==> config.mk <==
export PLATFORM = sky130hd
export DESIGN_NAME = mcm_ctl
export DESIGN_NICKNAME = d
export VERILOG_FILES = /design/src/rtl/mcm_pkg.sv /design/src/rtl/mcm_mode_fsm.sv /design/src/rtl/mcm_prot_bank.sv /design/src/rtl/mcm_qos_bank.sv /design/src/rtl/mcm_user_cal.sv /design/src/rtl/mcm_ctl.sv
export SDC_FILE = /design/constraint.sdc
export NUM_CORES = 1
export LEC_CHECK = 0
export ABC_CLOCK_PERIOD_IN_PS = 3800
export CORE_UTILIZATION = 50
export DETAILED_ROUTE_END_ITERATION = 8
export PLACE_DENSITY = 0.78
export SLEW_MARGIN = 20
export SYNTH_ARGS = -nofsm -noshare
export SYNTH_HDL_FRONTEND = slang
export SYNTH_SLANG_ARGS = --single-unit
==> constraint.sdc <==
create_clock -name clk -period 3.8 [get_ports clk]
set_input_delay 0.76 -clock clk [delete_from_list [all_inputs] [get_ports clk]]
set_output_delay 0.76 -clock clk [all_outputs]
set_load 0.05 [all_outputs]
==> src/rtl/mcm_pkg.sv <==
package mcm_pkg;

    typedef enum logic [1:0] {
        MODE_CFG  = 2'd0,
        MODE_WARM = 2'd1,
        MODE_RDY  = 2'd2
    } mode_t;

    localparam int ADDR_W = 12;
    localparam int DATA_W = 32;

    localparam logic [ADDR_W-1:0] A_CMD   = 12'h000;
    localparam logic [ADDR_W-1:0] A_STAT  = 12'h004;
    localparam logic [ADDR_W-1:0] A_PROT  = 12'h040;
    localparam logic [ADDR_W-1:0] A_QOS   = 12'h100;
    localparam logic [ADDR_W-1:0] A_USR0  = 12'h200;
    localparam logic [ADDR_W-1:0] A_USR2  = 12'h204;
    localparam logic [ADDR_W-1:0] A_USTAT = 12'h208;
    localparam logic [ADDR_W-1:0] A_FEAT  = 12'h20C;

    localparam logic [DATA_W-1:0] CMD_GO  = 32'd1;
    localparam logic [DATA_W-1:0] CMD_CFG = 32'd2;

    localparam int N_TIMING = 18;
    localparam int N_GEOM   = 7;
    localparam int PROT_N   = N_TIMING + N_GEOM;
    localparam int QOS_N    = 16;
    localparam int QOS_W    = 5;
    localparam int CAL_BIT  = 8;

endpackage

==> src/rtl/mcm_mode_fsm.sv <==
module mcm_mode_fsm
    import mcm_pkg::*;
#(
    parameter int GO_DELAY = 8
) (
    input  logic  clk,
    input  logic  rst_n,
    input  logic  go_cmd,
    input  logic  cfg_cmd,
    output mode_t mode,
    output logic  ready
);
    localparam int CNT_W = $clog2(GO_DELAY + 1);

    mode_t            state_q, state_d;
    logic [CNT_W-1:0] cnt_q;

    always_comb begin
        state_d = state_q;
        unique case (state_q)
            MODE_CFG:  if (go_cmd) state_d = MODE_WARM;
            MODE_WARM: if (cnt_q == '0) state_d = MODE_RDY;
            MODE_RDY:  state_d = MODE_RDY;
            default:   state_d = MODE_CFG;
        endcase
        if (cfg_cmd) state_d = MODE_CFG;
    end

    always_ff @(posedge clk or negedge rst_n) begin
        if (!rst_n) state_q <= MODE_CFG;
        else        state_q <= state_d;
    end

    always_ff @(posedge clk or negedge rst_n) begin
        if (!rst_n)
            cnt_q <= '0;
        else if (cfg_cmd)
            cnt_q <= '0;
        else if (state_q == MODE_CFG && go_cmd)
            cnt_q <= CNT_W'(GO_DELAY - 1);
        else if (state_q == MODE_WARM && cnt_q != '0)
            cnt_q <= cnt_q - 1'b1;
    end

    always_comb begin
        mode  = state_q;
        ready = (state_q == MODE_RDY);
    end

endmodule

==> src/rtl/mcm_prot_bank.sv <==
module mcm_prot_bank #(
    parameter int N  = 25,
    parameter int DW = 32
) (
    input  logic                 clk,
    input  logic                 rst_n,
    input  logic                 hit,
    input  logic                 wr,
    input  logic [$clog2(N)-1:0] idx,
    input  logic [DW-1:0]        wdata,
    input  logic                 allow,
    input  logic                 clr_err,
    output logic [DW-1:0]        rdata,
    output logic                 err
);
    logic [DW-1:0] regs [N];

    for (genvar i = 0; i < N; i++) begin : g_reg
        always_ff @(posedge clk or negedge rst_n) begin
            if (!rst_n)
                regs[i] <= '0;
            else if (hit && wr && allow && idx == i)
                regs[i] <= wdata;
        end
    end

    always_ff @(posedge clk or negedge rst_n) begin
        if (!rst_n)
            err <= 1'b0;
        else if (clr_err)
            err <= 1'b0;
        else if (hit && wr && !allow)
            err <= 1'b1;
    end

    always_comb begin
        rdata = '0;
        if (hit) rdata = regs[idx];
    end

endmodule

==> src/rtl/mcm_qos_bank.sv <==
module mcm_qos_bank #(
    parameter int N  = 16,
    parameter int QW = 5,
    parameter int DW = 32
) (
    input  logic                 clk,
    input  logic                 rst_n,
    input  logic                 hit,
    input  logic                 wr,
    input  logic [$clog2(N)-1:0] idx,
    input  logic [DW-1:0]        wdata,
    output logic [DW-1:0]        rdata
);
    logic [QW-1:0] regs [N];

    for (genvar i = 0; i < N; i++) begin : g_qos
        always_ff @(posedge clk or negedge rst_n) begin
            if (!rst_n)
                regs[i] <= '0;
            else if (hit && wr && idx == i)
                regs[i] <= wdata[QW-1:0];
        end
    end

    always_comb begin
        rdata = '0;
        if (hit) rdata = DW'(regs[idx]);
    end

endmodule

==> src/rtl/mcm_user_cal.sv <==
module mcm_user_cal #(
    parameter int DW = 32
) (
    input  logic          clk,
    input  logic          rst_n,
    input  logic          wr_dll,
    input  logic          wr_pad,
    input  logic          wr_feat,
    input  logic [DW-1:0] wdata,
    input  logic          cal_done,
    output logic [DW-1:0] dll_q,
    output logic [DW-1:0] pad_q,
    output logic          cal_req,
    output logic          cal_ok,
    output logic          feat_q
);
    always_ff @(posedge clk or negedge rst_n) begin
        if (!rst_n) begin
            dll_q  <= '0;
            pad_q  <= '0;
            feat_q <= 1'b0;
        end else begin
            if (wr_dll)  dll_q  <= wdata;
            if (wr_pad)  pad_q  <= wdata;
            if (wr_feat) feat_q <= wdata[0];
        end
    end

    always_ff @(posedge clk or negedge rst_n) begin
        if (!rst_n) begin
            cal_req <= 1'b0;
            cal_ok  <= 1'b0;
        end else if (wr_pad) begin
            cal_req <= 1'b1;
            cal_ok  <= 1'b0;
        end else if (cal_req && cal_done) begin
            cal_req <= 1'b0;
            cal_ok  <= 1'b1;
        end
    end

endmodule

==> src/rtl/mcm_ctl.sv <==
module mcm_ctl
    import mcm_pkg::*;
#(
    parameter int GO_DELAY = 8,
    parameter int N_PROT   = PROT_N,
    parameter int N_QOSREG = QOS_N
) (
    input  logic              clk,
    input  logic              rst_n,
    input  logic              bus_wr,
    input  logic [ADDR_W-1:0] bus_addr,
    input  logic [DATA_W-1:0] bus_wdata,
    output logic [DATA_W-1:0] bus_rdata,
    input  logic              cal_done,
    output logic              cal_req,
    output logic              ctl_ready,
    output logic              cfg_err,
    output logic              early_resp_off,
    output logic [DATA_W-1:0] phy_dll_cfg,
    output logic [DATA_W-1:0] pad_drive_cfg
);
    localparam int PIDX_W = $clog2(N_PROT);
    localparam int QIDX_W = $clog2(N_QOSREG);
    localparam logic [ADDR_W-1:0] PROT_END = A_PROT + ADDR_W'(4 * N_PROT);
    localparam logic [ADDR_W-1:0] QOS_END  = A_QOS + ADDR_W'(4 * N_QOSREG);

    mode_t mode_q;
    logic  go_cmd, cfg_cmd, aligned;
    logic  prot_hit, qos_hit;
    logic  [PIDX_W-1:0] prot_idx;
    logic  [QIDX_W-1:0] qos_idx;
    logic  [DATA_W-1:0] prot_rd, qos_rd;
    logic  cal_ok;

    always_comb begin
        aligned  = (bus_addr[1:0] == 2'b00);
        go_cmd   = bus_wr && bus_addr == A_CMD && bus_wdata == CMD_GO;
        cfg_cmd  = bus_wr && bus_addr == A_CMD && bus_wdata == CMD_CFG;
        prot_hit = aligned && bus_addr >= A_PROT && bus_addr < PROT_END;
        qos_hit  = aligned && bus_addr >= A_QOS && bus_addr < QOS_END;
        prot_idx = PIDX_W'((bus_addr - A_PROT) >> 2);
        qos_idx  = QIDX_W'((bus_addr - A_QOS) >> 2);
    end

    mcm_mode_fsm #(.GO_DELAY(GO_DELAY)) u_fsm (
        .clk     (clk),
        .rst_n   (rst_n),
        .go_cmd  (go_cmd),
        .cfg_cmd (cfg_cmd),
        .mode    (mode_q),
        .ready   (ctl_ready)
    );

    mcm_prot_bank #(.N(N_PROT), .DW(DATA_W)) u_prot (
        .clk     (clk),
        .rst_n   (rst_n),
        .hit     (prot_hit),
        .wr      (bus_wr),
        .idx     (prot_idx),
        .wdata   (bus_wdata),
        .allow   (mode_q == MODE_CFG),
        .clr_err (cfg_cmd),
        .rdata   (prot_rd),
        .err     (cfg_err)
    );

    mcm_qos_bank #(.N(N_QOSREG), .QW(QOS_W), .DW(DATA_W)) u_qos (
        .clk   (clk),
        .rst_n (rst_n),
        .hit   (qos_hit),
        .wr    (bus_wr),
        .idx   (qos_idx),
        .wdata (bus_wdata),
        .rdata (qos_rd)
    );

    mcm_user_cal #(.DW(DATA_W)) u_user (
        .clk      (clk),
        .rst_n    (rst_n),
        .wr_dll   (bus_wr && bus_addr == A_USR0),
        .wr_pad   (bus_wr && bus_addr == A_USR2),
        .wr_feat  (bus_wr && bus_addr == A_FEAT),
        .wdata    (bus_wdata),
        .cal_done (cal_done),
        .dll_q    (phy_dll_cfg),
        .pad_q    (pad_drive_cfg),
        .cal_req  (cal_req),
        .cal_ok   (cal_ok),
        .feat_q   (early_resp_off)
    );

    always_comb begin
        bus_rdata = '0;
        if (bus_addr == A_STAT)
            bus_rdata = {{(DATA_W-6){1'b0}}, mode_q, 2'b00, cfg_err, ctl_ready};
        else if (bus_addr == A_USTAT)
            bus_rdata = DATA_W'({cal_ok, {CAL_BIT{1'b0}}});
        else if (bus_addr == A_FEAT)
            bus_rdata = DATA_W'(early_resp_off);
        else if (prot_hit)
            bus_rdata = prot_rd;
        else if (qos_hit)
            bus_rdata = qos_rd;
    end

endmodule

==> flow_summary_export.csv <==
group,metric,value,unit
status,status,"completed",
layout,nNetsFinal,2984,
synthesis,synth-simple-area-share,1.986,%
timing,maxSlewHeadroom,49.70,%
clock_network,cts-htree-levels,3,
synthesis,synth_fa_ha_area_share,0.1153,%
critical_path,critPathMaxFanout,2,
layout,final_cell_mix,"954 x dfrtp_1, 946 x mux2_2, 238 x mux4_2",
layout,multi_input_area,0.01832,mm^2
critical_path,cp.required,3.04,ns
floorplan,fp.dieW,296.6,um
synthesis,async_flop_share,100.0,%
power,power,21.11,mW
grt,track_usage,27.21,%
layout,synthToLayoutAreaGrowth,17.37,%
synthesis,synth_top_family_by_area,"multiplexers",
clock_network,cts_setup_buffers,0,
synthesis,synth_edf_count,0,
clock_network,cts_num_sinks,954,
layout,regArea,0.02387,mm^2
timing,timing.hold.ws,0.07573,ns
synthesis,netlist_instances,2750,
synthesis,synth_compound_area_share,1.989,%
layout,final_util,59.54,%
layout,fill_cells,6161,
power,ir_worst_vdd,0.0004057,V
grt,grt_pass1_vias,27680,
synthesis,syn_area,0.04340,mm^2
floorplan,die-area,0.08798,mm^2
routing,vias_per_cell,6.252,
critical_path,cp-startpoint,"u_qos.regs[4]",
hold_path,hp-class,"in -> async",
critical_path,crit_path_end_kind,"primary output",
floorplan,initial_core_util,50.73,%
synthesis,ys.flop_type,"dfrtp_1",
grt,grt_pass1_wl,176900,um
grt,antenna_found_initial,1,
clock_network,cts-root-buf,"clkbuf_16",
routing,drc,0,
synthesis,yosysWarnings,0,
clock_network,cts_tree,"done",
timing,skew,0.02446,ns
clock_network,cts.clk_slew.worst_paths,0.06,ns
synthesis,yosysSeqAreaShare,55.01,%
layout,final_area,0.05094,mm^2
routing,wl_per_cell,28.02,um
synthesis,syn-num-nets,2802,
synthesis,synth_xor_area_share,0.06054,%
timing,maxSlewViolCount,0,
clock_network,postCtsResizedCells,0,
critical_path,worstPathArrival,2.88,ns
routing,dr.pass1.iters,5,
clock_network,cts_inserted_buffers,98,
routing,num_vias,25950,
placement,port-buffer-count,147,
layout,final_common_cell,"dfrtp_1",
placement,hpwlAfterDp,73050,um
timing,fin_crit,3.637,ns
timing,fin_ws,0.1630,ns
power,power_per_cell_area,414.5,mW/mm^2
routing,drtAntennaViolNets,0,
routing,routed_wl,116300,um
placement,gp_congestion,0.8757,
synthesis,muxShareOfSynthArea,37.77,%
timing,fmax,275.0,MHz
timing,setup_violations,0,
synthesis,ys_ff_latch,954,
timing,worst_pin_slew,0.7483,ns
floorplan,core-area,0.08555,mm^2
critical_path,reg2reg_from,"u_fsm.mode[1]",
timing,hold_viol,0,
clock_network,clockBufferDepth,3,
grt,grt_overflow,0,
placement,postPlaceCellArea,0.04761,mm^2
clock_network,postCtsHoldBufs,0,
timing,rsz0062_at_grt,"no",
synthesis,ys_types,58,
critical_path,crit_type,"reg -> out",
floorplan,ios,148,
floorplan,std_cell_rows,107,
clock_network,clk_latency,0.67,ns
synthesis,syn_avg_cell_area,15.78,um^2
run,maxCapViolCount,0,
power,cellLeakagePower,25.01,nW
layout,layout-drive-gt1-share,53.98,%
timing,timing.final.crit_share,95.71,%
routing,drtIter0Drc,2411,
floorplan,die_height,296.6,um
critical_path,cp-start-kind,"flop",
placement,pre_cts_ws,0.08886,ns
grt,grt_max_degree,91,
[cells by family after synthesis]
kind of cell / after synthesis
mux: 1221
flops: 954
buf+inv: 284
simple gates: 154
compound gates: 130
fa+ha+maj: 4
xor+xnor: 3
[layer usage]
metal / share of wire (%) / GRT usage (%)
met1: 42 / 38.79
met2: 48 / 42.98
met3: 6.8 / 4.042
met4: 3.1 / 9.228
met5: 0 / 0
[sequential cells by signal (all words and copies together), names as in the netlist, 2 cells and up]
| register | flops |
|---|---|
| u_qos.regs | 80 |
| u_user.pad_q | 32 |
| u_fsm.cnt_q | 4 |
| u_fsm.mode | 2 |
| u_user.dll_q | 32 |
| u_prot.regs | 800 |
[area by class of cell]
type | instances | share of cell area (%)
multi-input cells | 1512 | 35.96
diodes | 1 | 0.004913
clock buffers | 145 | 5.654
inverters | 10 | 0.07369
flip-flops and latches | 954 | 46.87
repair buffers | 356 | 7.772
clock inverters | 28 | 0.8646
well taps | 1144 | 2.810
[worst max-delay path, cell delays in order (launching register included)]
cell and delay, ns:
dfrtp_1 0.41, mux4_2 0.47, mux4_2 0.46, nor2b_1 0.15, a211oi_1 0.34, a31oi_1 0.09
buf_4 0.17, buf_12 0.14
[cells in the mapped netlist (all sizes together) (3+ instances only)]
library cell / instances / share of area [%]
dfrtp: 954 / 55
mux2: 952 / 25
mux4: 238 / 12
buf: 155 / 2.0
clkbuf: 119 / 1.0
nand2: 47 / 0.42
a21oi: 39 / 0.45
o21ai: 32 / 0.37
mux2i: 31 / 0.71
nor2: 27 / 0.24
o211a: 25 / 0.58
nor4: 12 / 0.23
a22oi: 11 / 0.19
nand3: 11 / 0.13
nor2b: 11 / 0.16
nor3: 11 / 0.14
inv: 10 / 0.086
nand2b: 7 / 0.10
o22ai: 5 / 0.072
a211oi: 4 / 0.069
ha: 4 / 0.12
nand4: 4 / 0.072
nor3b: 4 / 0.13
nor4b: 4 / 0.095
and4: 3 / 0.061
o31ai: 3 / 0.052
[final timing paths]
check	to	slack [ns]	cells after the start
min in group clk	u_prot.regs[668]	0.50	1
max in group asynchronous	u_prot.regs[790]	2.59	2
setup / recovery	bus_rdata[4]	0.16	7
hold / removal	u_prot.regs[544]	0.08	1
hold reg to reg	u_prot.regs[668]	0.50	1
setup reg to reg	u_prot.regs[568]	0.96	8
[metrics by stage]
stage	instances	setup TNS [ns]
2_1_floorplan	2750	0
3_3_place_gp	3976	-1.571
3_5_place_dp	3976	0
4_1_cts	4149	0
5_1_grt	4149	0
6_report	4150	0
[power breakdown]
group          leakage, nW  switching, mW  total, mW  internal, mW
Combinational         10.1          0.697       1.04         0.344
Clock                 1.62           4.06       9.85          5.80
Sequential            13.3         0.0211       10.2          10.2
Total                 25.0           4.77       21.1          16.3
Note: power is estimated with default switching activity, not from simulation.
